$ cat src/rtl/sreg_pkg.sv
package sreg_pkg;
    localparam int STAT_W          = 8;
    localparam int BIT_C           = 0;
    localparam int BIT_DC          = 1;
    localparam int BIT_Z           = 2;
    localparam int BIT_PD          = 3;
    localparam int BIT_TO          = 4;
    localparam int PAGE_LSB        = 5;
    localparam int FLAG_W          = 3;
    localparam int PAGE_W          = STAT_W - PAGE_LSB;
    localparam int PAGE_SPAN_LOG2  = 9;
    localparam int ADDR_W          = PAGE_W + PAGE_SPAN_LOG2;
    localparam int IDX_W           = $clog2(STAT_W);

    // State encoding is the flag pair {TO, PD}
    typedef enum logic [1:0] {
        PWR_RUN        = 2'b11,
        PWR_SLEPT      = 2'b10,
        PWR_TRIP_RUN   = 2'b01,
        PWR_TRIP_SLEPT = 2'b00
    } pwr_state_t;
endpackage

$ cat src/rtl/power_flag_fsm.sv
module power_flag_fsm
    import sreg_pkg::*;
(
    input  logic clk,
    input  logic rst_n,
    input  logic wdt_clear,
    input  logic sleep_enter,
    input  logic wdt_timeout,
    output logic to_flag,
    output logic pd_flag
);
    pwr_state_t state_q, state_d;

    always_comb begin
        state_d = state_q;
        if (wdt_timeout) begin
            unique case (state_q)
                PWR_RUN, PWR_TRIP_RUN:     state_d = PWR_TRIP_RUN;
                PWR_SLEPT, PWR_TRIP_SLEPT: state_d = PWR_TRIP_SLEPT;
                default:                   state_d = PWR_RUN;
            endcase
        end else if (sleep_enter) begin
            state_d = PWR_SLEPT;
        end else if (wdt_clear) begin
            state_d = PWR_RUN;
        end
    end

    always_ff @(posedge clk or negedge rst_n) begin
        if (!rst_n) state_q <= PWR_RUN;
        else        state_q <= state_d;
    end

    always_comb begin
        unique case (state_q)
            PWR_RUN:        begin to_flag = 1'b1; pd_flag = 1'b1; end
            PWR_SLEPT:      begin to_flag = 1'b1; pd_flag = 1'b0; end
            PWR_TRIP_RUN:   begin to_flag = 1'b0; pd_flag = 1'b1; end
            PWR_TRIP_SLEPT: begin to_flag = 1'b0; pd_flag = 1'b0; end
            default:        begin to_flag = 1'b1; pd_flag = 1'b1; end
        endcase
    end

    assert_timeout_clears_to_R7: assert property (@(posedge clk) disable iff (!rst_n)
        wdt_timeout |=> (!to_flag && pd_flag == $past(pd_flag)));
    assert_sleep_flags_R6: assert property (@(posedge clk) disable iff (!rst_n)
        (sleep_enter && !wdt_timeout) |=> (to_flag && !pd_flag));
    assert_clear_flags_R8: assert property (@(posedge clk) disable iff (!rst_n)
        (wdt_clear && !sleep_enter && !wdt_timeout) |=> (to_flag && pd_flag));
    assert_power_flags_hw_only_R2: assert property (@(posedge clk) disable iff (!rst_n)
        (!wdt_clear && !sleep_enter && !wdt_timeout) |=> ($stable(to_flag) && $stable(pd_flag)));
endmodule

$ cat src/rtl/sw_field_reg.sv
module sw_field_reg #(
    parameter int          WIDTH     = 3,
    parameter logic [WIDTH-1:0] RESET_VAL = '0
) (
    input  logic             clk,
    input  logic             rst_n,
    input  logic             wr_en,
    input  logic [WIDTH-1:0] wr_data,
    input  logic [WIDTH-1:0] set_mask,
    input  logic [WIDTH-1:0] clr_mask,
    input  logic             hw_load,
    input  logic [WIDTH-1:0] hw_data,
    output logic [WIDTH-1:0] field_q
);
    logic [WIDTH-1:0] field_d;

    for (genvar b = 0; b < WIDTH; b++) begin : g_bit
        always_comb begin
            if (hw_load)          field_d[b] = hw_data[b];
            else if (wr_en)       field_d[b] = wr_data[b];
            else if (clr_mask[b]) field_d[b] = 1'b0;
            else if (set_mask[b]) field_d[b] = 1'b1;
            else                  field_d[b] = field_q[b];
        end
    end

    always_ff @(posedge clk or negedge rst_n) begin
        if (!rst_n) field_q <= RESET_VAL;
        else        field_q <= field_d;
    end

    assert_hw_load_wins_R4: assert property (@(posedge clk) disable iff (!rst_n)
        hw_load |=> (field_q == $past(hw_data)));
    assert_idle_holds_R10: assert property (@(posedge clk) disable iff (!rst_n)
        (!hw_load && !wr_en && set_mask == '0 && clr_mask == '0) |=> $stable(field_q));
endmodule

$ cat src/rtl/status_reg_core.sv
module status_reg_core
    import sreg_pkg::*;
(
    input  logic                clk,
    input  logic                rst_n,
    input  logic                sw_wr_en,
    input  logic [STAT_W-1:0]   sw_wr_data,
    input  logic                sw_bit_set,
    input  logic                sw_bit_clr,
    input  logic [IDX_W-1:0]    sw_bit_idx,
    input  logic                alu_upd_en,
    input  logic [FLAG_W-1:0]   alu_flags,
    input  logic                wdt_clear,
    input  logic                sleep_enter,
    input  logic                wdt_timeout,
    output logic [STAT_W-1:0]   status_q,
    output logic [PAGE_W-1:0]   page_sel,
    output logic [ADDR_W-1:0]   page_base
);
    logic [STAT_W-1:0] idx_onehot;
    logic [STAT_W-1:0] set_vec, clr_vec;
    logic [FLAG_W-1:0] arith_q;
    logic              to_flag, pd_flag;

    // Bit operations are dropped when a byte write is present
    always_comb begin
        idx_onehot = '0;
        idx_onehot[sw_bit_idx] = 1'b1;
        clr_vec = (sw_bit_clr && !sw_wr_en) ? idx_onehot : '0;
        set_vec = (sw_bit_set && !sw_wr_en) ? idx_onehot : '0;
    end

    sw_field_reg #(.WIDTH(FLAG_W), .RESET_VAL('0)) u_arith (
        .clk      (clk),
        .rst_n    (rst_n),
        .wr_en    (sw_wr_en),
        .wr_data  (sw_wr_data[BIT_Z:BIT_C]),
        .set_mask (set_vec[BIT_Z:BIT_C]),
        .clr_mask (clr_vec[BIT_Z:BIT_C]),
        .hw_load  (alu_upd_en),
        .hw_data  (alu_flags),
        .field_q  (arith_q)
    );

    sw_field_reg #(.WIDTH(PAGE_W), .RESET_VAL('0)) u_page (
        .clk      (clk),
        .rst_n    (rst_n),
        .wr_en    (sw_wr_en),
        .wr_data  (sw_wr_data[STAT_W-1:PAGE_LSB]),
        .set_mask (set_vec[STAT_W-1:PAGE_LSB]),
        .clr_mask (clr_vec[STAT_W-1:PAGE_LSB]),
        .hw_load  (1'b0),
        .hw_data  ('0),
        .field_q  (page_sel)
    );

    power_flag_fsm u_pwr (
        .clk         (clk),
        .rst_n       (rst_n),
        .wdt_clear   (wdt_clear),
        .sleep_enter (sleep_enter),
        .wdt_timeout (wdt_timeout),
        .to_flag     (to_flag),
        .pd_flag     (pd_flag)
    );

    assign status_q  = {page_sel, to_flag, pd_flag, arith_q};
    assign page_base = {page_sel, {PAGE_SPAN_LOG2{1'b0}}};
endmodule

$ cat config.mk
export PLATFORM = sky130hd
export DESIGN_NAME = status_reg_core
export DESIGN_NICKNAME = d
export VERILOG_FILES = /design/src/rtl/sreg_pkg.sv /design/src/rtl/power_flag_fsm.sv /design/src/rtl/sw_field_reg.sv /design/src/rtl/status_reg_core.sv
export SDC_FILE = /design/constraint.sdc
export NUM_CORES = 1
export LEC_CHECK = 0
export CAP_MARGIN = 40
export CORE_UTILIZATION = 45
export DETAILED_ROUTE_END_ITERATION = 10
export DONT_BUFFER_PORTS = 1
export PLACE_DENSITY_LB_ADDON = 0.08
export SLEW_MARGIN = 15
export SYNTH_ARGS = -nofsm -noshare
export SYNTH_HDL_FRONTEND = slang
export SYNTH_SLANG_ARGS = --single-unit
export TNS_END_PERCENT = 10
$ cat constraint.sdc
create_clock -name clk -period 0.9 [get_ports clk]
set_input_delay 0.09 -clock clk [delete_from_list [all_inputs] [get_ports clk]]
set_output_delay 0.09 -clock clk [all_outputs]
set_load 0.01 [all_outputs]
Word level (Yosys, flattened, before mapping)
Cells that the tools add are included.
{ "op_classes": {"eq_ne": 3, "n_reduce_logical": 16, "mux": 31, "order_cmp": 2} }
{ "op_table": {"columns": ["cell", "count"], "rows": [
  ["$mux 1", 22],
  ["$mux 8", 2],
  ["$reduce_bool 3->1", 4],
  ["$reduce_bool 4->1", 3],
  ["$reduce_or 2->1", 4],
  ["$mux 2", 3],
  ["$eq 2x2->1 const B", 2],
  ["$lt 3x4->1 const B", 1],
  ["$pmux 1 s2", 2],
  ["$pmux 2 s2", 1],
  ["$demux 1 s3", 1],
  ["$ge 3x1->1 const B", 1],
  ["$logic_and 1x1->1", 3],
  ["$eq 2x1->1 const B", 1],
  ["$logic_not 2->1", 1],
  ["$logic_not 1->1", 1]
]} }
{ "word_totals": {"out_inout_bits": 23, "register_bits": 8} }

Logic depth before layout (Yosys ltp)
Gate-level depths: netlist of the first run.
{ "depth": {"word_depth": 9, "mapped_depth": 4} }

Modules after synthesis
A second synthesis of the first run with hierarchy kept.
{ "hier_totals": {"cells_unflattened": 86, "area_unflattened_um2": 728.2} }
{ "modules_own_cells": {"columns": ["module", "n_inst", "seq_area_each_um2", "area_per_inst_um2", "cells_per_inst"], "rows": [
  ["status_reg_core", 1, 0.0, 334.1, 41],
  ["sw_field_reg", 2, 75.1, 150.1, 18],
  ["power_flag_fsm", 1, 52.6, 93.8, 9]
]} }

Worst setup path before layout of the first run
Ideal clock, no wire load.
{ "synth_path": {"path_kind": "input -> register", "start": "input sw_wr_en", "end": "register u_arith.field_q[1]", "arrival_ns": 0.918, "n_path_buf": 1, "slack_ns": -0.087, "cell_stages": 4, "path_cell_list": "buf_4 > nor3_2 > or4b_1 > nand3_1"} }
{ "synth_via": {"elab_chain_len": 6, "word_cells_on_any_way": 9, "classes_between": "mux (5); reduce/logical (4)"} }
{ "synth_rtl": {"columns": ["item", "line_no", "source"], "rows": [
  ["start: declaration", "status_reg_core.sv:6", "input logic sw_wr_en,"],
  ["$logic_not 1->1", "status_reg_core.sv:29, status_reg_core.sv:30", null],
  ["$logic_and 1x1->1", "status_reg_core.sv:29", "clr_vec = (sw_bit_clr && !sw_wr_en) ? idx_onehot : '0;"],
  ["$mux 8", "status_reg_core.sv:29", null],
  ["$mux 1", "sw_field_reg.sv:21", "else if (clr_mask[b]) field_d[b] = 1'b0;"],
  ["$mux 1", "sw_field_reg.sv:20", "else if (wr_en) field_d[b] = wr_data[b];"],
  ["$mux 1", "sw_field_reg.sv:19", "if (hw_load) field_d[b] = hw_data[b];"],
  ["end signal: assignment", "sw_field_reg.sv:29", "else field_q <= field_d;"],
  ["end: declaration", "sw_field_reg.sv:13", "output logic [WIDTH-1:0] field_q"]
]} }
Several ways; a longest one is shown, not always the timed one.
A chain may end at the register's enable or synchronous reset.

Final worst setup path of the first run
{ "layout_path": {"start": "register u_pwr.state_q[0]", "end": "output status_q[3]"} }
{ "layout_via": {"elab_chain_len": 3, "word_cells_on_any_way": 7, "classes_between": "eq/ne (3); mux (1); reduce/logical (3)"} }
{ "layout_rtl": {"columns": ["item", "line_no", "source"], "rows": [
  ["start: declaration", "power_flag_fsm.sv:12", "pwr_state_t state_q, state_d;"],
  ["start signal: assignment", "power_flag_fsm.sv:31", "else state_q <= state_d;"],
  ["$eq 2x2->1 (tied with other cells)", "power_flag_fsm.sv:35", "unique case (state_q)"],
  ["$reduce_or 2->1 (no source line)", null, null],
  ["$pmux 1 s2 (*)", "power_flag_fsm.sv:35", null],
  ["end: declaration", "status_reg_core.sv:16", "output logic [STAT_W-1:0] status_q,"]
]} }
Every way passes the cells marked *; elsewhere a longest branch is shown, timed or not.

==> metrics, run 1 <==
Skew-Pair Late Insertion Delay=270 ps; synth cell count leaders=18 x buf_4, 6 x dfrtp_1, 4 x nand3_1, 4 x nor2_1; total of max-cap violations=0; ys async rst share=100.0%; CTS Buffer Depth=2; initial antenna violation count=0; Comb power frac=24.0%; CP endpoint=status_q[3]; Synth Register Bits=8; Post-synth EDFFs=0; syn avg cell area=8.903 sq um; DIE HEIGHT=38.95 microns; routability cong.=0.7887; Mapped Area=614.3 sq um; Setup TNS=0 ps; clock-pin slew on the worst setup and hold paths=70 ps; critical path startpoint=u_pwr.state_q[0]; Setup Skew=0 ps; Synth warnings=0; P_int=694.9 uW; Reg power frac=44.3%; post-layout minimum cycle time=894.6 ps; Crit Reg-Reg Endpoint=u_page.field_q[2]; nets@finish=104; Die W=38.95 microns; Area Growth Syn to Fin=20.98%; Req. time, crit path=810 ps; DR iter-0 viols=3; Cells after Synth=69; Yosys top cell area share=24.44%; CTS tree=built; largest net degree at the start of global routing=9; VDD IR max=817.2 uV; placed insts=76; global-route wire length before repair=2090 microns; R2R cell count=2; TritonRoute pass-1 iters=2; Top Ports=46; synth top area cells=dfrtp_1 24%, buf_4 22%, dfstp_2 8.6%; Post-Route WL=1268 microns; Setup crit start kind=register; CTS Buf Count=3; Critical Path End Type=output port; Cell Pwr Density=1315 nW/um^2; vias per cell=5.532; H-tree Lvls=1; f_max=1.118 GHz; HPWL Detailed=845.9 microns; Initial Utilization=51.79%; switching share of power=28.88%; Site Rows=12; post-route ant nets=0; critical path class=reg -> out; Hold Crit Class=in -> reg; sequential fraction of the synthesis area=32.99%; fin cells=94; top-count cell post-synth=buf_4; Data arrival, critical path=800 ps; Crit Path Max Fanout=2; Num Clock Sinks=8; main flop type after synthesis=dfrtp_1; Tcrit/Tclk final=99.40%; RSZ-0062 raised after global routing=true; die area=1517 sq um; clock power share=31.7%; Max Slew Vio Count=0; buffers added on ports=0; leakage power=0.0003300 uW; share of layout cells above drive strength 1=21.25%; setup bufs post-CTS=0; routed via count=520; post-route cell area=743.2 sq um; drc violations=0; GRT overflow=0; reg-to-reg slack, setup=120 ps; Levels on crit path=0; Placed Area=559.3 sq um; diode count=0; status=complete, no violations; post-synth cell types=29; endpoints failing hold=0; net load switching power=282.2 uW; routed len/inst=13.49 microns; core area=1186 sq um; largest area contributor in the netlist=dfrtp_1; number of global-route vias before repair=514; final setup fails=0; gr usage total=21.39%; FF-to-FF Start=u_page.field_q[2]; clock root cell=clkbuf_4
## flip-flops by register name, indices dropped and copies added, names as in the netlist
signal / cells
u_pwr.state_q: 2
u_page.field_q: 3
u_arith.field_q: 3
## how the worst min path moves through the flow
stage / from / endpoint / slack (ps) / cells after the start
after detailed placement: rst_n / u_page.field_q[1] / -210 / 0
after global placement: rst_n / u_page.field_q[1] / -210 / 0
after CTS: alu_upd_en / u_arith.field_q[2] / 7 / 2
after floorplan: rst_n / u_arith.field_q[0] / -210 / 0
after global routing: alu_upd_en / u_arith.field_q[2] / 20 / 2
final: alu_upd_en / u_arith.field_q[2] / 10 / 2
## cell usage in the layout, fill, tap and decap left out, drive strengths merged, types with 2 or more instances in the layout
master / synthesis / layout
dlygate4sd3: 0 / 13
conb: 1 / 9
dfrtp: 6 / 6
buf: 18 / 5
nor2: 4 / 4
nand3: 4 / 4
clkbuf: 2 / 4
nand2: 3 / 3
a22oi: 3 / 3
o311ai: 3 / 3
o21ai: 2 / 2
a21oi: 2 / 2
or2: 2 / 2
or4b: 2 / 2
nand2b: 2 / 2
dfstp: 2 / 2
and2b: 2 / 2
nor3: 2 / 2
## layer usage
metal,part of all wire [%],track usage (%)
met2,48,36.25
met1,42,23.32
met4,1.7,10.34
met5,0,0
met3,8.2,7.514
## power by group through the flow
stage	registers (uW)	logic [uW]	clock network [uW]
floorplan	440	198	0
global placement	436	160	0
detailed placement	437	161	0
CTS	433	230	322
global route	437	262	347
finish	433	234	310
## metrics by stage
| stage | utilization [%] | hold slack, ps | setup WS [ps] | total power (uW) |
|---|---|---|---|---|
| 3_3_place_gp | 47.15 | -205.4 | -90.20 | 596.7 |
| 2_1_floorplan | - | -205.6 | -52.28 | 638.4 |
| 3_5_place_dp | 47.15 | -205.4 | -98.74 | 598.1 |
| 4_1_cts | 62.13 | 7.097 | -9.423 | 985.1 |
| 6_report | 62.66 | 13.30 | 5.365 | 977.0 |
| 5_1_grt | 62.66 | 21.59 | -33.62 | 1046 |
## kinds of logic (layout without fill, tap and decap cells)
| logic type | after synthesis | count (layout) | synth area share (%) |
|---|---|---|---|
| compound gates | 15 | 15 | 17.72 |
| buf+inv | 21 | 24 | 23.83 |
| flops | 8 | 8 | 32.99 |
| other cells | 1 | 9 | 0.6104 |
| simple gates | 24 | 24 | 24.85 |
## layout make-up
cell class / count / area, sq um
Tap cell: 14 / 17.52
Multi-Input combinational cell: 48 / 297.8
Timing Repair Buffer: 19 / 195.2
Inverter: 1 / 3.754
Sequential cell: 8 / 202.7
Fill cell: 106 / 442.9
Clock buffer: 4 / 26.28
## repair_timing
action                     in CTS  in global routing
gates resized for setup         3                  2
hold buffers                   14                  0
setup endpoints to repair      11                 13
hold endpoints to repair       16                  0
Note: power is estimated with default switching activity, not from simulation.
==> inputs of run 2 (changes only) <==
--- a/config.mk
+++ b/config.mk
@@ -5,6 +5,7 @@
 export SDC_FILE = /design/constraint.sdc
 export NUM_CORES = 1
 export LEC_CHECK = 0
+export ABC_AREA = 1
 export CAP_MARGIN = 40
 export CORE_UTILIZATION = 45
 export DETAILED_ROUTE_END_ITERATION = 10
==> run 2 against run 1 <==
Effect of this change: flip-flop and latch count stayed put; total power down 2.8%; die area up 13%; first-iteration DRC count up 130%; core utilization fell by 8.8 points; critical path depth is the same; critical path type unchanged; critical endpoint is now status_q[4].
==> metrics, run 2 <==
status=complete, no violations; Cells after Synth=110 (+59%); Initial Utilization=51.01% (-0.79 points); DIE HEIGHT=41.36 microns (+6.2%); buffers added on ports=0 (unchanged); post-route ant nets=0 (unchanged); routed len/inst=10.27 microns (-24%); gr usage total=17.24% (-4.2 points); Data arrival, critical path=810 ps (about the same); Post-Route WL=1304 microns (+2.8%); die area=1710 sq um (+13%); GRT overflow=0 (unchanged); Crit Path Max Fanout=2 (unchanged); final hold slack=32.36 ps (+19.06 ps); synth top area cells=dfrtp_1 22%, buf_4 18%, nand2_1 15%; largest net degree at the start of global routing=9 (unchanged); sequential fraction of the synthesis area=29.08% (-3.9 points); core area=1366 sq um (+15%); largest area contributor in the netlist=dfrtp_1; VDD IR max=452.3 uV (-45%); drc violations=0 (unchanged); largest registers=u_arith.field_q x3, u_page.field_q x3, u_pwr.state_q x2; diode count=0 (unchanged); critical path class=reg -> out; setup bufs post-CTS=0 (unchanged); most common cell after layout, fill and taps aside=nand2_1; Area Growth Syn to Fin=5.566%; Req. time, crit path=810 ps (about the same); Yosys top cell area share=21.54% (-2.9 points); Synth Register Bits=8 (unchanged); share of layout cells above drive strength 1=12.50% (-8.8 points); Max Slew Vio Count=0 (unchanged); nets@finish=137 (+32%); endpoints failing hold=0 (unchanged); global-route wire length before repair=1849 microns (-12%); routability cong.=0.7871 (-0.20%); Hold Crit Class=in -> reg; post-layout minimum cycle time=896.4 ps (+1.726 ps); syn avg cell area=6.336 sq um (-29%); Die W=41.36 microns (+6.2%); leakage power=0.0003986 uW (+21%); ys async rst share=100.0% (unchanged); CTS Buffer Depth=2 (unchanged); CTS tree=built; Num Clock Sinks=8 (unchanged); CTS Buf Count=3 (unchanged); clock root cell=clkbuf_4; clock-pin slew on the worst setup and hold paths=60 ps (about the same); post-synth cell types=16 (-45%); total power=950.1 uW (-2.8%); final setup fails=0 (unchanged); Filler cells=148 (+40%); DR iter-0 viols=7 (+4); Cell Pwr Density=1291 nW/um^2 (-1.8%); total of max-cap violations=0 (unchanged); vias per cell=4.638 (-16%); most frequent cells in the layout=28 x nand2_1, 19 x nor2_1, 13 x inv_1, 9 x conb_1, 8 x dlygate4sd3_1; Synth warnings=0 (unchanged); initial antenna violation count=0 (unchanged); Tcrit/Tclk final=99.60% (+0.19 points); Site Rows=13 (+1); top-count cell post-synth=nand2_1; H-tree Lvls=1 (unchanged); Setup Skew=0 ps (unchanged); Setup crit start kind=register; RSZ-0062 raised after global routing=true; routed via count=589 (+13%); Post-synth EDFFs=0 (unchanged); HPWL Detailed=956.2 microns (+13%); number of global-route vias before repair=497 (-3.3%); Skew-Pair Late Insertion Delay=250 ps (-20 ps); Critical Path End Type=output port; Mapped Area=696.9 sq um (+13%); synth cell count leaders=28 x nand2_1, 19 x nor2_1, 17 x buf_4; TritonRoute pass-1 iters=4 (+2); f_max=1.116 GHz (-0.19%); Top Ports=46 (unchanged); main flop type after synthesis=dfrtp_1
==> run 2: cell types whose count changed after synthesis, sizes merged, moves of 3 or more <==
| cell | before | now |
|---|---|---|
| inv | 1 | 14 |
| a21oi | 2 | 5 |
| nor2 | 4 | 20 |
| o311ai | 3 | 0 |
| nand3 | 4 | 7 |
| a22oi | 3 | 0 |
| nand2 | 3 | 30 |
==> run 2: worst register-to-register path, cell delays in order, from the launching register on <==
cell,delay [ps]
dfstp_2,550
nor2_1,50
a21oi_1,110
==> run 2: kinds of logic (layout without fill, tap and decap cells) <==
logic type             Yosys count  in the layout  share of synthesized area, %
and+or+nand+nor                 57             57                         33.75
DFF                              8              8                         29.08
other                            1              9                        0.5381
AOI/OAI and AO/OA                9              9                         6.461
buffers and inverters           35             29                         30.16
==> run 2: timing repair <==
action / in CTS / in global routing
gates resized for setup: 2 / 2
cloned: 0 / 0
hold buffers: 8 / 0
hold endpoints to repair: 13 / 0
setup endpoints to repair: 8 / 12
==> run 2: power breakdown <==
part           switching, uW  total, uW  internal (uW)  leakage (uW)
Sequential              32.8        434            402     0.0000932
Clock                    129        282            153     0.0000138
Combinational            134        234            100      0.000292
Total                    295        950            655      0.000399
==> run 2: layout make-up <==
cell class / instances / area, sq um / area share [%]
multi-input combinational: 75 / 317.8 / 43.20
sequential: 8 / 202.7 / 27.55
timing repair buffer: 12 / 121.4 / 16.50
inverter: 14 / 52.55 / 7.143
tap: 15 / 18.77 / 2.551
clock buffer: 3 / 22.52 / 3.061
==> run 2: routing by layer <==
| layer | part of all wire (%) | vias to the layer above | GRT usage [%] | routed length [microns] |
|---|---|---|---|---|
| met3 | 8.5 | 0 | 4.787 | 111 |
| met2 | 44 | 26 | 26.56 | 569 |
| met4 | 0 | 0 | 12.10 | 0 |
| li1 | - | 309 | - | - |
| met5 | 0 | - | 0 | 0 |
| met1 | 48 | 254 | 20.52 | 623 |
==> run 2: per-stage QoR <==
| stage | cells | util, % | setup WS [ps] | cell area, sq um | setup TNS [ps] |
|---|---|---|---|---|---|
| floorplan | 118 | - | 125.2 | 726.9 | 0 |
| global placement | 116 | 45.24 | 127.3 | 618.1 | 0 |
| detailed placement | 116 | 45.24 | 124.5 | 618.1 | 0 |
| CTS | 127 | 53.30 | -7.750 | 728.2 | -11.35 |
| global route | 127 | 53.85 | -38.21 | 735.7 | -215.1 |
| finish | 127 | 53.85 | 3.639 | 735.7 | 0 |
==> run 2: worst paths after layout <==
kind / slack, ps / startpoint / to / cells after the start
worst max register to register: 120 / u_pwr.state_q[0] / u_pwr.state_q[0] / 2
worst min-delay path: 30 / alu_upd_en / u_arith.field_q[2] / 4
worst min register to register: 530 / u_pwr.state_q[0] / u_pwr.state_q[0] / 2
min in group asynchronous: 190 / rst_n / u_page.field_q[0] / 1
worst max-delay path: 4 / u_pwr.state_q[1] / status_q[4] / 0
max in group asynchronous: 390 / rst_n / u_pwr.state_q[0] / 1
==> inputs of run 3 (changes only) <==
--- a/config.mk
+++ b/config.mk
@@ -8,11 +8,13 @@
 export ABC_AREA = 1
 export CAP_MARGIN = 40
 export CORE_UTILIZATION = 45
+export CTS_BUF_LIST = sky130_fd_sc_hd__clkbuf_8
 export DETAILED_ROUTE_END_ITERATION = 10
 export DONT_BUFFER_PORTS = 1
-export PLACE_DENSITY_LB_ADDON = 0.08
+export PLACE_DENSITY = 0.71
 export SLEW_MARGIN = 15
 export SYNTH_ARGS = -nofsm -noshare
 export SYNTH_HDL_FRONTEND = slang
+export SYNTH_HIERARCHICAL = 1
 export SYNTH_SLANG_ARGS = --single-unit
 export TNS_END_PERCENT = 10
==> run 3 against run 2 <==
Effect of this change: worst setup slack better by 30 ps; synthesized area is 2.2% lower; clock skew stayed put; critical path type unchanged; fmax is 3.4% higher; synthesized cell count is 0.91% higher; total power is 11% higher; die area is 2.1% lower.
==> metrics, run 3 <==
status=complete, no violations; H-tree Lvls=1 (unchanged); buffers added on ports=0 (unchanged); Reg power frac=40.7% (-5.0 points); Tcrit/Tclk final=96.29% (-3.3 points); Area Growth Syn to Fin=4.954%; Max Slew Vio Count=0 (unchanged); Top Ports=46 (unchanged); P_int=764.3 uW (+17%); total power=1056 uW (+11%); critical path startpoint=u_pwr/state_q[1]; nets@finish=141 (+2.9%); gr usage total=16.33% (-0.91 points); CTS Buf Count=3 (unchanged); RSZ-0062 raised after global routing=false; CTS tree=built; critical path class=reg -> out; leakage power=0.0003908 uW (-2.0%); CP endpoint=status_q[4]; placed insts=125 (+7.8%); reg-to-reg slack, setup=120 ps (about the same); drc violations=0 (unchanged); post-route cell area=715.7 sq um (-2.7%); clock root cell=clkbuf_8; core area=1350 sq um (-1.2%); post-synth cell types=13 (-3); VDD IR max=1067 uV (+140%); share of layout cells above drive strength 1=7.759% (-4.7 points); largest area contributor in the netlist=dfrtp_1; Setup Skew=0 ps (unchanged); net load switching power=291.6 uW (-1.2%); Crit Reg-Reg Endpoint=u_pwr/state_q[1]; Filler cells=143 (-3.4%); Setup crit start kind=register; routed len/inst=8.687 microns (-15%); final setup fails=0 (unchanged); TritonRoute pass-1 iters=4 (unchanged); Initial Utilization=50.51% (-0.50 points); routability cong.=0.7539 (-4.2%); Hold Crit Class=in -> reg; sequential fraction of the synthesis area=29.72% (+0.64 points); global-route wire length before repair=1725 microns (-6.7%); Post-synth EDFFs=0 (unchanged); Site Rows=13 (unchanged); Crit Path Max Fanout=2 (unchanged); synth cell count leaders=25 x nor2_1, 20 x inv_1, 18 x nand2_1; FF-to-FF Start=u_pwr/state_q[1]; Req. time, crit path=810 ps (about the same); vias per cell=4.397 (-5.2%); Comb power frac=18.8% (-5.8 points); post-layout minimum cycle time=866.6 ps (-29.76 ps); ys async rst share=100.0% (unchanged); clock-pin slew on the worst setup and hold paths=40 ps (-20 ps); clock power share=40.5% (+11 points); register area=202.7 sq um (unchanged); top-count cell post-synth=nor2_1; main flop type after synthesis=dfrtp_1; die area=1675 sq um (-2.1%); largest registers=u_arith/field_q x3, u_page/field_q x3, u_pwr/state_q x2; CTS Buffer Depth=2 (unchanged); Levels on crit path=0 (unchanged); synth top area cells=dfrtp_1 22%, buf_4 19%, nor2_1 14%; Placed Area=644.4 sq um (+4.3%); DIE HEIGHT=40.93 microns (-1.0%); Cell Pwr Density=1475 nW/um^2 (+14%); setup bufs post-CTS=0 (unchanged); Yosys top cell area share=22.02% (+0.47 points); R2R cell count=2 (unchanged); syn avg cell area=6.143 sq um (-3.0%); DR iter-0 viols=5 (-2); Synth Register Bits=8 (unchanged); Critical Path End Type=output port; Num Clock Sinks=8 (unchanged); endpoints failing hold=0 (unchanged); Synth warnings=6 (+6); Die W=40.93 microns (-1.0%); GRT overflow=0 (unchanged); initial antenna violation count=0 (unchanged); fin cells=131 (+3.1%); Setup TNS=0 ps (unchanged); Post-Route WL=1138 microns (-13%); post-route ant nets=0 (unchanged); most frequent cells in the layout=25 x nor2_1, 20 x inv_1, 18 x nand2_1, 16 x conb_1, 13 x a21oi_1; Skew-Pair Late Insertion Delay=220 ps (-30 ps); most common cell after layout, fill and taps aside=nor2_1; number of global-route vias before repair=465 (-6.4%); Mapped Area=681.9 sq um (-2.2%); switching share of power=27.62% (-3.4 points); routed via count=576 (-2.2%); total of max-cap violations=0 (unchanged); Cells after Synth=111 (+0.91%); largest net degree at the start of global routing=14 (+5); diode count=0 (unchanged); HPWL Detailed=892.1 microns (-6.7%); Data arrival, critical path=780 ps (-30 ps); area of the multi-input gates=325.3 sq um (+2.4%); f_max=1.154 GHz (+3.4%)
==> run 3: cell types whose count changed after synthesis, sizes merged <==
cell / change
nand3: -3
a21oi: +8
inv: +6
nor2: +6
o21ai: -3
buf: -2
nand2: -12
nand3b: +1
==> run 3: metrics by stage <==
step | setup WS (ps) | hold slack [ps] | utilization, %
6_report | 33.40 | 6.629 | 53.01
3_5_place_dp | 119.8 | -205.4 | 47.73
4_1_cts | 27.12 | 3.570 | 53.01
2_1_floorplan | 125.6 | -205.6 | -
5_1_grt | 0.8819 | 20.50 | 53.01
3_3_place_gp | 125.4 | -205.4 | 47.73
==> run 3: cell type report <==
| cell class | instances | area share (%) |
|---|---|---|
| well taps | 15 | 2.622 |
| clock buffers | 3 | 5.769 |
| repair buffers | 6 | 7.343 |
| flip-flops and latches | 8 | 28.32 |
| multi-input cells | 79 | 45.45 |
| inverters | 20 | 10.49 |
==> run 3: repair_timing <==
action | 4_1_cts | 5_1_grt
endpoints found under the setup margin | 0 | 0
gates resized for setup | 0 | 0
hold endpoints to repair | 10 | 0
hold buffers | 3 | 0
==> run 3: cell families (layout without fill, tap and decap cells) <==
family	after synthesis	after routing	share of synthesized area, %
other cells	1	16	0.5499
simple gates	49	49	28.62
flops	8	8	29.72
compound gates	14	14	10.27
buf+inv	39	29	30.83
==> run 3: power groups by stage <==
| stage | combinational, uW | sequential, uW | clock (uW) |
|---|---|---|---|
| finish | 199 | 429 | 428 |
| global placement | 176 | 435 | 0 |
| detailed placement | 180 | 435 | 0 |
| floorplan | 217 | 437 | 0 |
| global route | 232 | 436 | 463 |
| CTS | 199 | 430 | 440 |
==> run 3: per-layer routing <==
layer	wire (microns)	track usage [%]	vias to the layer above	share of wire [%]
met5	0	0	-	0
met4	5	5.833	0	0.44
met3	113	11.41	2	9.9
met2	553	27.34	25	49
met1	466	15.46	241	41
li1	-	-	308	-
==> run 3: worst min path at each step <==
| stage | endpoint | slack [ps] | cells after the start | start |
|---|---|---|---|---|
| after detailed placement | u_page/field_q[0] | -210 | 0 | rst_n |
| after CTS | u_pwr/state_q[0] | 4 | 2 | sleep_enter |
| after floorplan | u_arith/field_q[0] | -210 | 0 | rst_n |
| final | u_pwr/state_q[0] | 7 | 2 | sleep_enter |
| after global routing | u_pwr/state_q[0] | 20 | 2 | sleep_enter |
| after global placement | u_page/field_q[0] | -210 | 0 | rst_n |
==> run 3: worst register-to-register path: stages, from the launching register on <==
cell	delay, ps
dfstp_2	550
inv_1	40
a21oi_1	130
